**src/rtl/burst_rdout_pkg.sv**
```systemverilog
package burst_rdout_pkg;

    typedef enum logic [1:0] {
        CMD_DESEL = 2'b00,
        CMD_READ  = 2'b01,
        CMD_WRITE = 2'b10,
        CMD_HOLD  = 2'b11
    } cmd_e;

    typedef enum logic [1:0] {
        SLOT_OFF = 2'b00,
        SLOT_RD  = 2'b01,
        SLOT_WR  = 2'b10
    } slot_e;

endpackage

```
**src/rtl/burst_cmd_stage.sv**
```systemverilog
module burst_cmd_stage
    import burst_rdout_pkg::*;
(
    input  logic       clk,
    input  logic       rst_n,
    input  logic [1:0] cmd_i,
    output slot_e      slot_o
);

    slot_e state_q;
    slot_e state_d;
    cmd_e  cmd;

    assign cmd = cmd_e'(cmd_i);

    // state register
    always_ff @(posedge clk or negedge rst_n) begin
        if (!rst_n) begin
            state_q <= SLOT_OFF;
        end else begin
            state_q <= state_d;
        end
    end

    // next state
    always_comb begin
        state_d = state_q;
        unique case (cmd)
            CMD_DESEL: state_d = SLOT_OFF;
            CMD_READ:  state_d = SLOT_RD;
            CMD_WRITE: state_d = SLOT_WR;
            CMD_HOLD:  state_d = state_q;
            default:   state_d = SLOT_OFF;
        endcase
    end

    // outputs
    always_comb begin
        slot_o = state_q;
    end

endmodule

```
**src/rtl/burst_out_reg.sv**
```systemverilog
module burst_out_reg
    import burst_rdout_pkg::*;
#(
    parameter int LANE_W  = 9,
    parameter int N_LANES = 4,
    localparam int DATA_W = LANE_W * N_LANES
) (
    input  logic              clk,
    input  logic              rst_n,
    input  slot_e             slot_i,
    input  logic [DATA_W-1:0] data_i,
    output slot_e             slot_o,
    output logic [DATA_W-1:0] data_o
);

    slot_e state_q;

    // state register: follows the command stage one edge later
    always_ff @(posedge clk or negedge rst_n) begin
        if (!rst_n) begin
            state_q <= SLOT_OFF;
        end else begin
            unique case (slot_i)
                SLOT_OFF: state_q <= SLOT_OFF;
                SLOT_RD:  state_q <= SLOT_RD;
                SLOT_WR:  state_q <= SLOT_WR;
                default:  state_q <= SLOT_OFF;
            endcase
        end
    end

    // per-lane data capture
    for (genvar g = 0; g < N_LANES; g++) begin : g_lane
        logic [LANE_W-1:0] lane_q;
        always_ff @(posedge clk or negedge rst_n) begin
            if (!rst_n) begin
                lane_q <= '0;
            end else begin
                lane_q <= data_i[g*LANE_W +: LANE_W];
            end
        end
        assign data_o[g*LANE_W +: LANE_W] = lane_q;
    end

    always_comb begin
        slot_o = state_q;
    end

endmodule

```
**src/rtl/burst_drive_ctl.sv**
```systemverilog
module burst_drive_ctl
    import burst_rdout_pkg::*;
#(
    parameter int DATA_W = 36
) (
    input  logic              bypass_n,
    input  logic              oe_n,
    input  slot_e             flow_slot_i,
    input  logic [DATA_W-1:0] flow_data_i,
    input  slot_e             reg_slot_i,
    input  logic [DATA_W-1:0] reg_data_i,
    output logic [DATA_W-1:0] dq_o,
    output logic              drive_en_o
);

    slot_e sel_slot;

    always_comb begin
        sel_slot = bypass_n ? reg_slot_i : flow_slot_i;
        dq_o     = bypass_n ? reg_data_i : flow_data_i;
    end

    always_comb begin
        unique case (sel_slot)
            SLOT_RD:  drive_en_o = !oe_n;
            SLOT_WR:  drive_en_o = 1'b0;
            SLOT_OFF: drive_en_o = 1'b0;
            default:  drive_en_o = 1'b0;
        endcase
    end

endmodule

```
**src/rtl/burst_rdout_stage.sv**
```systemverilog
module burst_rdout_stage
    import burst_rdout_pkg::*;
#(
    parameter int LANE_W  = 9,
    parameter int N_LANES = 4,
    localparam int DATA_W = LANE_W * N_LANES
) (
    input  logic              clk,
    input  logic              rst_n,
    input  logic              bypass_n,
    input  logic              oe_n,
    input  logic [1:0]        cmd_i,
    input  logic [DATA_W-1:0] rd_data_i,
    output logic [DATA_W-1:0] dq_o,
    output logic              drive_en_o
);

    slot_e             s1_slot;
    slot_e             s2_slot;
    logic [DATA_W-1:0] s2_data;

    burst_cmd_stage u_cmd (
        .clk    (clk),
        .rst_n  (rst_n),
        .cmd_i  (cmd_i),
        .slot_o (s1_slot)
    );

    burst_out_reg #(
        .LANE_W  (LANE_W),
        .N_LANES (N_LANES)
    ) u_oreg (
        .clk    (clk),
        .rst_n  (rst_n),
        .slot_i (s1_slot),
        .data_i (rd_data_i),
        .slot_o (s2_slot),
        .data_o (s2_data)
    );

    burst_drive_ctl #(
        .DATA_W (DATA_W)
    ) u_drv (
        .bypass_n    (bypass_n),
        .oe_n        (oe_n),
        .flow_slot_i (s1_slot),
        .flow_data_i (rd_data_i),
        .reg_slot_i  (s2_slot),
        .reg_data_i  (s2_data),
        .dq_o        (dq_o),
        .drive_en_o  (drive_en_o)
    );

endmodule

```
**config.mk**
```make
export PLATFORM = sky130hd
export DESIGN_NAME = burst_rdout_stage
export DESIGN_NICKNAME = d
export VERILOG_FILES = /design/src/rtl/burst_rdout_pkg.sv /design/src/rtl/burst_cmd_stage.sv /design/src/rtl/burst_out_reg.sv /design/src/rtl/burst_drive_ctl.sv /design/src/rtl/burst_rdout_stage.sv
export SDC_FILE = /design/constraint.sdc
export NUM_CORES = 1
export LEC_CHECK = 0
export ABC_AREA = 0
export ABC_CLOCK_PERIOD_IN_PS = 1200
export BUFFER_PORTS_ARGS = -buffer_cell sky130_fd_sc_hd__buf_2
export CAP_MARGIN = 5
export CELL_PAD_IN_SITES_DETAIL_PLACEMENT = 2
export CELL_PAD_IN_SITES_GLOBAL_PLACEMENT = 2
export CORE_UTILIZATION = 29
export CTS_BUF_LIST = sky130_fd_sc_hd__clkbuf_16
export CTS_CLUSTER_DIAMETER = 40
export DETAILED_ROUTE_END_ITERATION = 6
export PLACE_DENSITY = 0.77
export SLEW_MARGIN = 10
export SYNTH_ARGS = -nofsm -noshare
export SYNTH_HDL_FRONTEND = slang
export SYNTH_SLANG_ARGS = --single-unit
```
**constraint.sdc**
```tcl
create_clock -name clk -period 1.2 [get_ports clk]
set_input_delay 0.24 -clock clk [delete_from_list [all_inputs] [get_ports clk]]
set_output_delay 0.24 -clock clk [all_outputs]
set_load 0.1 [all_outputs]
```
=== Yosys cells after proc, flatten, opt, wreduce, memory -nomap -nowiden ===
Cells that the tools add are included.

* Eq/ne operators: 6
* Multiplexer cells: 5
* Reductions and logical operators: 2

{| class="wikitable"
|+ Operators by type and width
! kind !! count
|-
| $mux W36 || 1
|-
| $eq A2 B1 Y1 const B || 3
|-
| $eq A2 B2 Y1 const B || 3
|-
| $pmux W2 S3 || 1
|-
| $pmux W2 S2 || 1
|-
| $logic_not A2 Y1 || 1
|-
| $mux W2 || 1
|-
| $logic_not A1 Y1 || 1
|-
| $mux W1 || 1
|}

* Flip-flop bits (word level): 40
* Input bits: 42
* Output and inout bits: 37
* Word-level logic and storage cells: 19

=== Depth between registers and ports, before layout ===
Gate-level depths: netlist of run 1.

* Depth in word-level cells: 3
* Mapped depth: 4
* Mapped depth without buffers: 2

=== Hierarchy ===
From an unflattened synthesis of run 1, not the netlist that was laid out.

* Cells, all modules: 89
* Area total of the unflattened synthesis: 1,496.4 um^2

{| class="wikitable"
|+ Modules (own cells, without submodules)
! module !! times used !! cells each !! area each (um^2) !! sequential area each (um^2)
|-
| burst_out_reg || 1 || 40 || 965.9 || 950.9
|-
| burst_drive_ctl || 1 || 43 || 457.9 || 0.0
|-
| burst_cmd_stage || 1 || 6 || 72.6 || 50.0
|}

=== Least setup slack after synthesis of run 1 ===
OpenSTA, ideal clock, no wires.

* Kind: input -> output
* Start point: input bypass_n
* End point: output drive_en_o
* Arrival: 1.392 ns
* Path slack: -0.432 ns
* Stages on the path: 4
* Buffers on the path: 2
* Cell sequence: buf_6 buf_8 nor2_1 a32o_1

* Word-level cells in the longest chain between the ends: 3

{| class="wikitable"
|+ RTL lines
! what !! RTL line !! RTL
|-
| from (decl) || burst_rdout_stage.sv:10 || <nowiki>input logic bypass_n,</nowiki>
|-
| $mux W2 || burst_drive_ctl.sv:19 || <nowiki>sel_slot = bypass_n ? reg_slot_i : flow_slot_i;</nowiki>
|-
| $eq A2 B1 Y1 || burst_drive_ctl.sv:24 || <nowiki>unique case (sel_slot)</nowiki>
|-
| $mux W1 || burst_drive_ctl.sv:24 ||
|-
| to (decl) || burst_rdout_stage.sv:15 || <nowiki>output logic drive_en_o</nowiki>
|}

Every way passes these cells.

=== Final worst setup path of run 1 ===
* Start point: register u_cmd.state_q[0], in the netlist u_cmd.slot_o[0]
* End point: output drive_en_o

* Word-level cells in the longest chain between the ends: 3

{| class="wikitable"
|+ RTL lines
! what !! RTL line !! RTL
|-
| from (decl) || burst_cmd_stage.sv:10 || <nowiki>slot_e state_q;</nowiki>
|-
| from (signal assigned) || burst_cmd_stage.sv:21 || <nowiki>state_q <= state_d;</nowiki>
|-
| $mux W2 || burst_drive_ctl.sv:19 ||
|-
| $eq A2 B1 Y1 || burst_drive_ctl.sv:24 ||
|-
| $mux W1 || burst_drive_ctl.sv:24 ||
|}

Every way passes these cells.

==> out/metrics.csv, run 1 <==
metric,value,unit
status,finished with violations,
violated checks,negative setup slack,
hold endpoint,u_oreg.g_lane[2].lane_q[3],
Leak,1.450,nW
First-pass DRT Iterations,3,
P&R area growth vs syn,86.50,%
Max Cap Viol,0,
Site Rows,26,
Worst Reg-to-Reg Cells,5,
FF+latch area,1001,um^2
share of post-route cells with drive strength above 1,71.82,%
clock-pin slew on the worst setup and hold paths,0.06,ns
Final setup viols,37,
Max VDD drop,720.5,uV
chip width,75.50,um
Worst Path Arrival,1.25,ns
drt initial violations,10,
deepest clock path buffer count,2,
RSZ-0062 raised after global routing,yes,
"Distinct cells, synth",11,
utilization after layout,56.84,%
Hold Crit Start,rd_data_i[21],
Synth Instances,89,
GRT Total Usage,16.71,%
Worst R2R Start,u_cmd.slot_o[0],
largest net degree at the start of global routing,41,
Slew Limit Fails,0,
"setup slack, reg-to-reg",0.15,ns
Worst Skew,0.001713,ns
hold depth,1,
Cell Pwr Density,1458,nW/um^2
Critical-path top delay cell,dfrtp_1,
Synth area leader,dfrtp_1,
Max H-tree Level,2,
fillcell total,475,
Multi-input gate area,601.8,um^2
ANT nets after route,0,
"count leader, synth",dfrtp_1,
Worst Max-Slew Pin Slew,0.2739,ns
fin crit period,1.489,ns
syn_area_per_cell,17.60,um^2
initial antenna violation count,0,
relative slew slack,81.58,%
Synth Warn #,0,
post-DR vias/cell,4.335,
CTS tree,built,
Hold WC Path Type,input pin to register,
DP Worst Slack,-0.1873,ns
sequential fraction of the synthesis area,63.90,%
total die area,5700,um^2
placed cell count,237,
IO Pins,79,
Post-synth ARST share,100.0,%
Most used DFF post-synth,dfrtp_1,
vias in the first global route,1298,
CTS Root Cell,clkbuf_16,
ratio of final minimum period to clock period,124.1,%
clock sink count,40,
Post-Syn Area,1567,um^2
worst-skew pair later-pin latency,0.28,ns
first-pass GRT wire length,6755,um
core area,5140,um^2
crit path kind,register to primary output,
Yosys top cell area share,63.90,%
PortBufs,78,
global route overflow,0,
Final Net Count,222,
final cell count without fillers,251,
CP cell instances,nor2b_4 -> a32o_4 -> buf_12,
Detailed Place HPWL,3299,um
Final Hold Viols,0,
Die Ht,75.50,um
"EDFF count, synth",0,
Peak Freq,0.6715,GHz
Routed WL,4458,um
"FF+latch count, synth",40,
Commonest cells post-synth,"40 x dfrtp_1, 18 x mux2_2, 18 x mux2_4",
n_diodes,0,
via count,1088,
Worst Path Required,0.96,ns
crit-path max FO,2,
endpoint type of the worst setup path,primary output,
CP startpoint kind,register,
placer congestion estimate,0.7044,
DRC,0,
total power,0.004260,W
TritonCTS Buffers,5,
Syn Nets,131,
Worst path max stage delay,0.40,ns
WL/cell,17.76,um
Initial Util,30.48,%
Crit Reg-Reg Endpoint,u_cmd.slot_o[0],
setup ws final,-0.2893,ns
synth top area cells,"dfrtp_1 64%, mux2_4 17%, mux2_2 13%",
-- state kept, by name, indices dropped and copies added, names as in the netlist --
| name | flops |
|---|---|
| u_oreg.slot_o | 2 |
| u_cmd.slot_o | 2 |
| u_oreg.g_lane.lane_q | 36 |
-- logic make-up (layout without fill, tap and decap cells) --
group | Yosys count | in the layout | share of synthesized area [%]
flops | 40 | 40 | 63.90
compound gates | 3 | 3 | 1.597
simple gates | 4 | 4 | 1.118
mux | 36 | 36 | 30.19
buf+inv | 6 | 98 | 3.194
-- cell usage in the layout (no fill, tap or decap), drive strengths merged --
master       synthesis  routed
a32o                 1       1
clkbuf               0       5
nor2b                1       1
clkinv               0       1
dlygate4sd3          0       1
a21boi               2       2
dfrtp               40      40
mux2                36      36
inv                  2       4
buf                  4      87
nor2                 3       3
-- worst max-delay path by stage --
stage / start / end / slack, ns / cells past startpoint
CTS: u_cmd.slot_o[0] / drive_en_o / -0.27 / 3
detailed placement: bypass_n / dq_o[33] / -0.19 / 4
finish: u_cmd.slot_o[0] / drive_en_o / -0.29 / 3
floorplan: bypass_n / dq_o[24] / -0.04 / 2
global placement: bypass_n / dq_o[30] / -0.15 / 4
global route: u_cmd.slot_o[0] / drive_en_o / -0.32 / 3
-- worst max-delay path: cells and delay by family (launching register included) --
family / cells / cell delay (ns)
AND/OR/NAND/NOR: 1 / 0.14
flip-flops: 1 / 0.40
AO/OA/AOI/OAI: 1 / 0.26
buffers and inverters: 1 / 0.16
-- repair_timing --
action | in CTS | in global routing
pin swaps | 1 | 0
setup endpoints to repair | 37 | 37
setup buffers | 2 | 2
cloned | 1 | 0
hold endpoints to repair | 40 | 0
hold buffers | 1 | 0
resized for setup | 23 | 0
-- cell type report --
class	count	area share [%]
clock buffers	5	4.283
clock inverters	3	0.3854
inverters	2	0.2570
multi-input cells	43	20.60
flip-flops and latches	40	34.26
well taps	70	2.998
repair buffers	88	37.22
-- power breakdown --
part	leakage, nW	total [W]	internal (W)	switching [W]
registers	0.470	0.00145	0.00142	0.0000279
clock network	0.0738	0.00124	0.000747	0.000488
logic	0.906	0.00158	0.000616	0.000960
total	1.45	0.00426	0.00278	0.00148
-- per-layer routing --
| layer | share of wire [%] | global-route usage, % | routed length [um] | vias to the layer above |
|---|---|---|---|---|
| met1 | 37 | 18.64 | 1650 | 548 |
| met4 | 0.40 | 4.321 | 18 | 0 |
| met5 | 0 | 0 | 0 | - |
| met2 | 55 | 30.06 | 2464 | 47 |
| met3 | 7.3 | 6.217 | 325 | 5 |
| li1 | - | - | - | 488 |
-- stage by stage --
| step | cell area [um^2] | hold WS [ns] | setup TNS, ns |
|---|---|---|---|
| 6_report | 2922 | 0.08084 | -4.689 |
| 5_1_grt | 2922 | 0.07199 | -5.606 |
| 4_1_cts | 2907 | 0.07392 | -5.012 |
| 3_5_place_dp | 2636 | 0.2341 | -5.429 |
| 3_3_place_gp | 2636 | 0.2182 | -4.486 |
| 2_1_floorplan | 1582 | -0.05559 | -0.3746 |
No activity file was read; power rests on OpenSTA's default activity.
==> run 2, diff against run 1 <==
- CELL_PAD_IN_SITES_DETAIL_PLACEMENT: 2 -> 1
- CELL_PAD_IN_SITES_GLOBAL_PLACEMENT: 2 -> 1
- CORE_ASPECT_RATIO: unset -> 2
- CORE_UTILIZATION: 29 -> 35
==> run 2 against run 1 <==
The run still ends with negative setup slack left. Hold slack got worse by 0.0045 ns. Global-route usage grew 5.5 points. Setup slack better by 0.025 ns. Cell count fell by 6.8%. Sequential power about the same. Power is 0.41% higher. Count of clock-buffer cells in the layout stayed put. Via count rose by 3.7%. Register-to-register slack improved by 0.11 ns. Die area fell by 16%. Clock power about the same. Largest power group unchanged. Highest routed layer unchanged.
==> out/metrics.csv, run 2 (synthesis gave the netlist of run 1 again) <==
metric,value,unit
status,finished with violations,
violated checks,negative setup slack,
Max Cap Viol,0,
n_diodes,0,
ratio of final minimum period to clock period,122.0,%
CP startpoint kind,register,
Worst Skew,0.004169,ns
via count,1128,
Worst Max-Slew Pin Slew,0.3264,ns
drt initial violations,9,
CTS tree,built,
IO Pins,79,
Max VDD drop,1407,uV
crit path kind,register to primary output,
worst hold margin,0.07632,ns
Final Hold Viols,0,
GRT Total Usage,22.18,%
Largest Register,u_oreg.g_lane.lane_q,
Worst Path Arrival,1.22,ns
total power,0.004278,W
P&R area growth vs syn,85.30,%
PortBufs,78,
Detailed Place HPWL,3059,um
crit-path max FO,2,
Cell Pwr Density,1474,nW/um^2
Hold WC Path Type,input pin to register,
Initial Util,36.10,%
setup ws final,-0.2639,ns
CTS Root Cell,clkbuf_16,
largest net degree at the start of global routing,41,
Die Ht,96.61,um
max reg flops,36,
endpoint type of the worst setup path,primary output,
WL/cell,19.91,um
chip width,49.31,um
share of post-route cells with drive strength above 1,72.78,%
vias in the first global route,1314,
global route overflow,0,
Final setup viols,37,
relative slew slack,78.05,%
worst-skew pair later-pin latency,0.28,ns
Leak,1.448,nW
Routed WL,4658,um
Max H-tree Level,2,
Peak Freq,0.6831,GHz
utilization after layout,66.90,%
fin crit period,1.464,ns
Worst path max stage delay,0.38,ns
clock-pin slew on the worst setup and hold paths,0.06,ns
post-DR vias/cell,4.821,
Slew Limit Fails,0,
initial antenna violation count,0,
Worst Path Required,0.96,ns
RSZ-0062 raised after global routing,yes,
First-pass DRT Iterations,3,
DRC,0,
TritonCTS Buffers,5,
Final Net Count,222,
first-pass GRT wire length,7458,um
Critical-path top delay cell,dfrtp_1,
total die area,4763,um^2
ANT nets after route,0,
CP cell instances,nor2b_4 -> a32o_4 -> buf_12,
clock sink count,40,
placer congestion estimate,0.7182,
core area,4339,um^2
deepest clock path buffer count,2,
setup tns final,-4.953,ns
Site Rows,34,
DP Worst Slack,-0.1861,ns
"commonest cells after routing, fill and taps aside","40 x buf_2, 40 x buf_12, 40 x dfrtp_1",
[run 2: worst paths after layout]
check	depth (start not counted)	slack, ns	startpoint	to
setup / recovery	3	-0.26	u_cmd.slot_o[0]	drive_en_o
hold / removal	1	0.08	rd_data_i[13]	u_oreg.g_lane[1].lane_q[4]
setup reg to reg	4	0.26	u_cmd.slot_o[0]	u_cmd.slot_o[0]
hold reg to reg	2	0.60	u_cmd.slot_o[1]	u_oreg.slot_o[1]
max in group asynchronous	3	0.53	rst_n	u_oreg.g_lane[1].lane_q[7]
min in group asynchronous	3	0.47	rst_n	u_oreg.g_lane[2].lane_q[0]
[run 2: area by class of cell]
type,instances,area (um^2)
Fill cell,415,1436
Timing Repair Buffer,88,1091
Sequential cell,40,1001
Multi-Input combinational cell,43,601.8
Clock buffer,5,125.1
Tap cell,54,67.56
Clock inverter,2,8.758
Inverter,2,7.507
[run 2: layer usage]
| layer | up-vias | GRT usage, % | part of all wire (%) |
|---|---|---|---|
| li1 | 488 | - | - |
| met1 | 582 | 22.42 | 32 |
| met2 | 52 | 41.41 | 61 |
| met3 | 6 | 4.874 | 4.6 |
| met4 | 0 | 9.502 | 2.1 |
| met5 | - | 0 | 0 |
[run 2: through the flow]
step                      cells  instance area [um^2]
after global placement      223                  2631
after global routing        234                  2903
final                       234                  2903
after CTS                   234                  2903
after floorplan              89                  1582
after detailed placement    223                  2631
[run 2: repair_timing]
item / CTS / global route
setup endpoints to repair: 37 / 37
setup buffers: 2 / 0
hold buffers: 1 / 0
pin swaps: 1 / 0
endpoints found under the hold margin: 40 / 0
resized for setup: 24 / 0
cloned: 1 / 0
[run 2: report_power, final]
group          switching (W)  internal [W]
registers          0.0000297       0.00142
logic               0.000967      0.000617
clock network       0.000498      0.000746
total                0.00149       0.00278
[run 2: critical path, delay by kind of cell (launching register included)]
family | cells | cell delay (ns)
buffers and inverters | 1 | 0.16
AO/OA/AOI/OAI | 1 | 0.26
AND/OR/NAND/NOR | 1 | 0.13
flip-flops | 1 | 0.38
==> run 3, diff against run 2 <==
- CORE_UTILIZATION: 35 -> 37
- CTS_BUF_LIST: sky130_fd_sc_hd__clkbuf_16 -> sky130_fd_sc_hd__clkbuf_8
- PLACE_DENSITY: 0.77 -> 0.81
==> run 3 against run 2 <==
Via count fell by 1.3%. Cell area decreased by 1.1%. Setup slack got worse by 0.021 ns. Core utilization is 3.3 points higher. Global-route usage down 0.46 points. Sequential share of layout area is 0.39 points higher. Clock skew about the same. First-iteration DRC count fell by 44%. Fmax fell by 1.4%. Combinational power barely moved. The run still ends with negative setup slack left.
==> out/metrics.csv, run 3 (synthesis gave the netlist of run 1 again) <==
metric,value,unit
relative slew slack,84.55,%
final cell count without fillers,232,
Final Net Count,221,
P&R area growth vs syn,83.23,%
setup ws final,-0.2851,ns
Detailed Place HPWL,3344,um
chip width,48.01,um
Cell Pwr Density,1433,nW/um^2
Initial Util,38.32,%
initial antenna violation count,0,
Max Cap Viol,0,
RSZ-0062 raised after global routing,yes,
DRC,0,
Max VDD drop,1092,uV
Peak Freq,0.6733,GHz
Slew Limit Fails,0,
CP cell instances,nor2b_4 -> a32o_4 -> buf_12,
"commonest cells after routing, fill and taps aside","40 x buf_2, 40 x buf_12, 40 x dfrtp_1",
PortBufs,78,
total die area,4514,um^2
Die Ht,94.02,um
vias in the first global route,1402,
DR top layer,met4,
WL/cell,21.25,um
clock-pin slew on the worst setup and hold paths,0.08,ns
drt initial violations,5,
CTS tree,built,
max reg flops,36,
fin crit period,1.485,ns
placed cell count,220,
Worst Skew,0.003809,ns
CP startpoint kind,register,
Worst Max-Slew Pin Slew,0.2296,ns
via count,1113,
ANT nets after route,0,
first-pass GRT wire length,6665,um
post-DR vias/cell,4.797,
core area,4088,um^2
"delay-heaviest family, CP",flip-flops,
violated checks,negative setup slack,
Site Rows,33,
endpoint type of the worst setup path,primary output,
Worst Path Required,0.96,ns
worst-skew pair later-pin latency,0.29,ns
global route overflow,0,
clock sink count,40,
crit-path max FO,2,
share of post-route cells with drive strength above 1,73.33,%
Final setup viols,37,
DRT met1 WL,1498,um
DR WL met2,3074,um
DP Worst Slack,-0.2083,ns
IO Pins,79,
TritonCTS Buffers,5,
n_diodes,0,
GRT Total Usage,21.72,%
Final Hold Viols,0,
crit path kind,register to primary output,
Routed WL,4929,um
deepest clock path buffer count,2,
First-pass DRT Iterations,2,
Max H-tree Level,2,
Critical-path top delay cell,dfrtp_1,
Leak,1.433,nW
met3 WL,247,um
Worst Path Arrival,1.25,ns
crit path buf inv count,1,
Largest Register,u_oreg.g_lane.lane_q,
placer congestion estimate,0.7317,
CTS Root Cell,clkbuf_8,
Hold WC Path Type,input pin to register,
largest net degree at the start of global routing,41,
ratio of final minimum period to clock period,123.8,%
status,finished with violations,
Worst path max stage delay,0.39,ns
worst hold margin,0.06452,ns
==> run 3: cell count changes in the layout (fill, tap and decap cells not counted), sizes merged <==
cell	change
bufinv	+1
buf	-2
clkbuf	+1
==> run 3: path summary, 6_finish.rpt <==
check	from	endpoint	slack [ns]	cells after the start
setup reg to reg	u_cmd.slot_o[0]	u_cmd.slot_o[0]	0.31	4
hold reg to reg	u_cmd.slot_o[1]	u_oreg.slot_o[1]	0.59	2
min in group asynchronous	rst_n	u_oreg.g_lane[3].lane_q[8]	0.47	3
max in group asynchronous	rst_n	u_oreg.g_lane[2].lane_q[4]	0.53	3
hold / removal	rd_data_i[1]	u_oreg.g_lane[0].lane_q[1]	0.06	1
setup / recovery	u_cmd.slot_o[0]	drive_en_o	-0.29	3
==> run 3: worst reg2reg max path, stage by stage (launching register included) <==
cell and delay [ns]:
dfrtp_1 0.39, buf_4 0.14, buf_4 0.12, inv_1 0.04, a21boi_0 0.08
==> run 3: metal layers <==
layer	global-route usage [%]	up-vias
met5	0	-
met4	8.565	0
met3	5.577	8
met2	39.86	58
met1	20.92	563
li1	-	484
==> run 3: layout make-up <==
| cell class | count | area, um^2 |
|---|---|---|
| Clock buffer | 5 | 68.82 |
| Clock inverter | 3 | 38.79 |
| Fill cell | 319 | 1217 |
| Inverter | 2 | 7.507 |
| Multi-Input combinational cell | 43 | 604.3 |
| Sequential cell | 40 | 1001 |
| Tap cell | 52 | 65.06 |
| Timing Repair Buffer | 87 | 1085 |
==> run 3: power by group <==
| part | leakage [nW] | switching, W | total (W) | internal (W) |
|---|---|---|---|---|
| Combinational | 0.903 | 0.000973 | 0.00159 | 0.000615 |
| Sequential | 0.470 | 0.0000318 | 0.00145 | 0.00142 |
| Clock | 0.0593 | 0.000467 | 0.00108 | 0.000609 |
| Total | 1.43 | 0.00147 | 0.00411 | 0.00264 |
==> run 3: through the flow <==
step                setup TNS [ns]  total power [W]  instance area (um^2)  utilization [%]
detailed placement          -6.041         0.002993                  2621            64.13
finish                      -5.781         0.004112                  2870            70.22
CTS                         -7.010         0.004082                  2776            67.92
global placement            -5.006         0.002949                  2621            64.13
floorplan                  -0.3746         0.002379                  1582                -
global route                -6.663         0.004218                  2870            70.22
==> run 3: timing repair <==
| item | CTS | global route |
|---|---|---|
| cloned | 0 | 1 |
| endpoints found under the hold margin | 40 | 0 |
| pin swaps | 1 | 0 |
| buffers inserted | 2 | 0 |
| resized for setup | 6 | 20 |
| hold buffers | 1 | 0 |
| setup endpoints to repair | 37 | 37 |
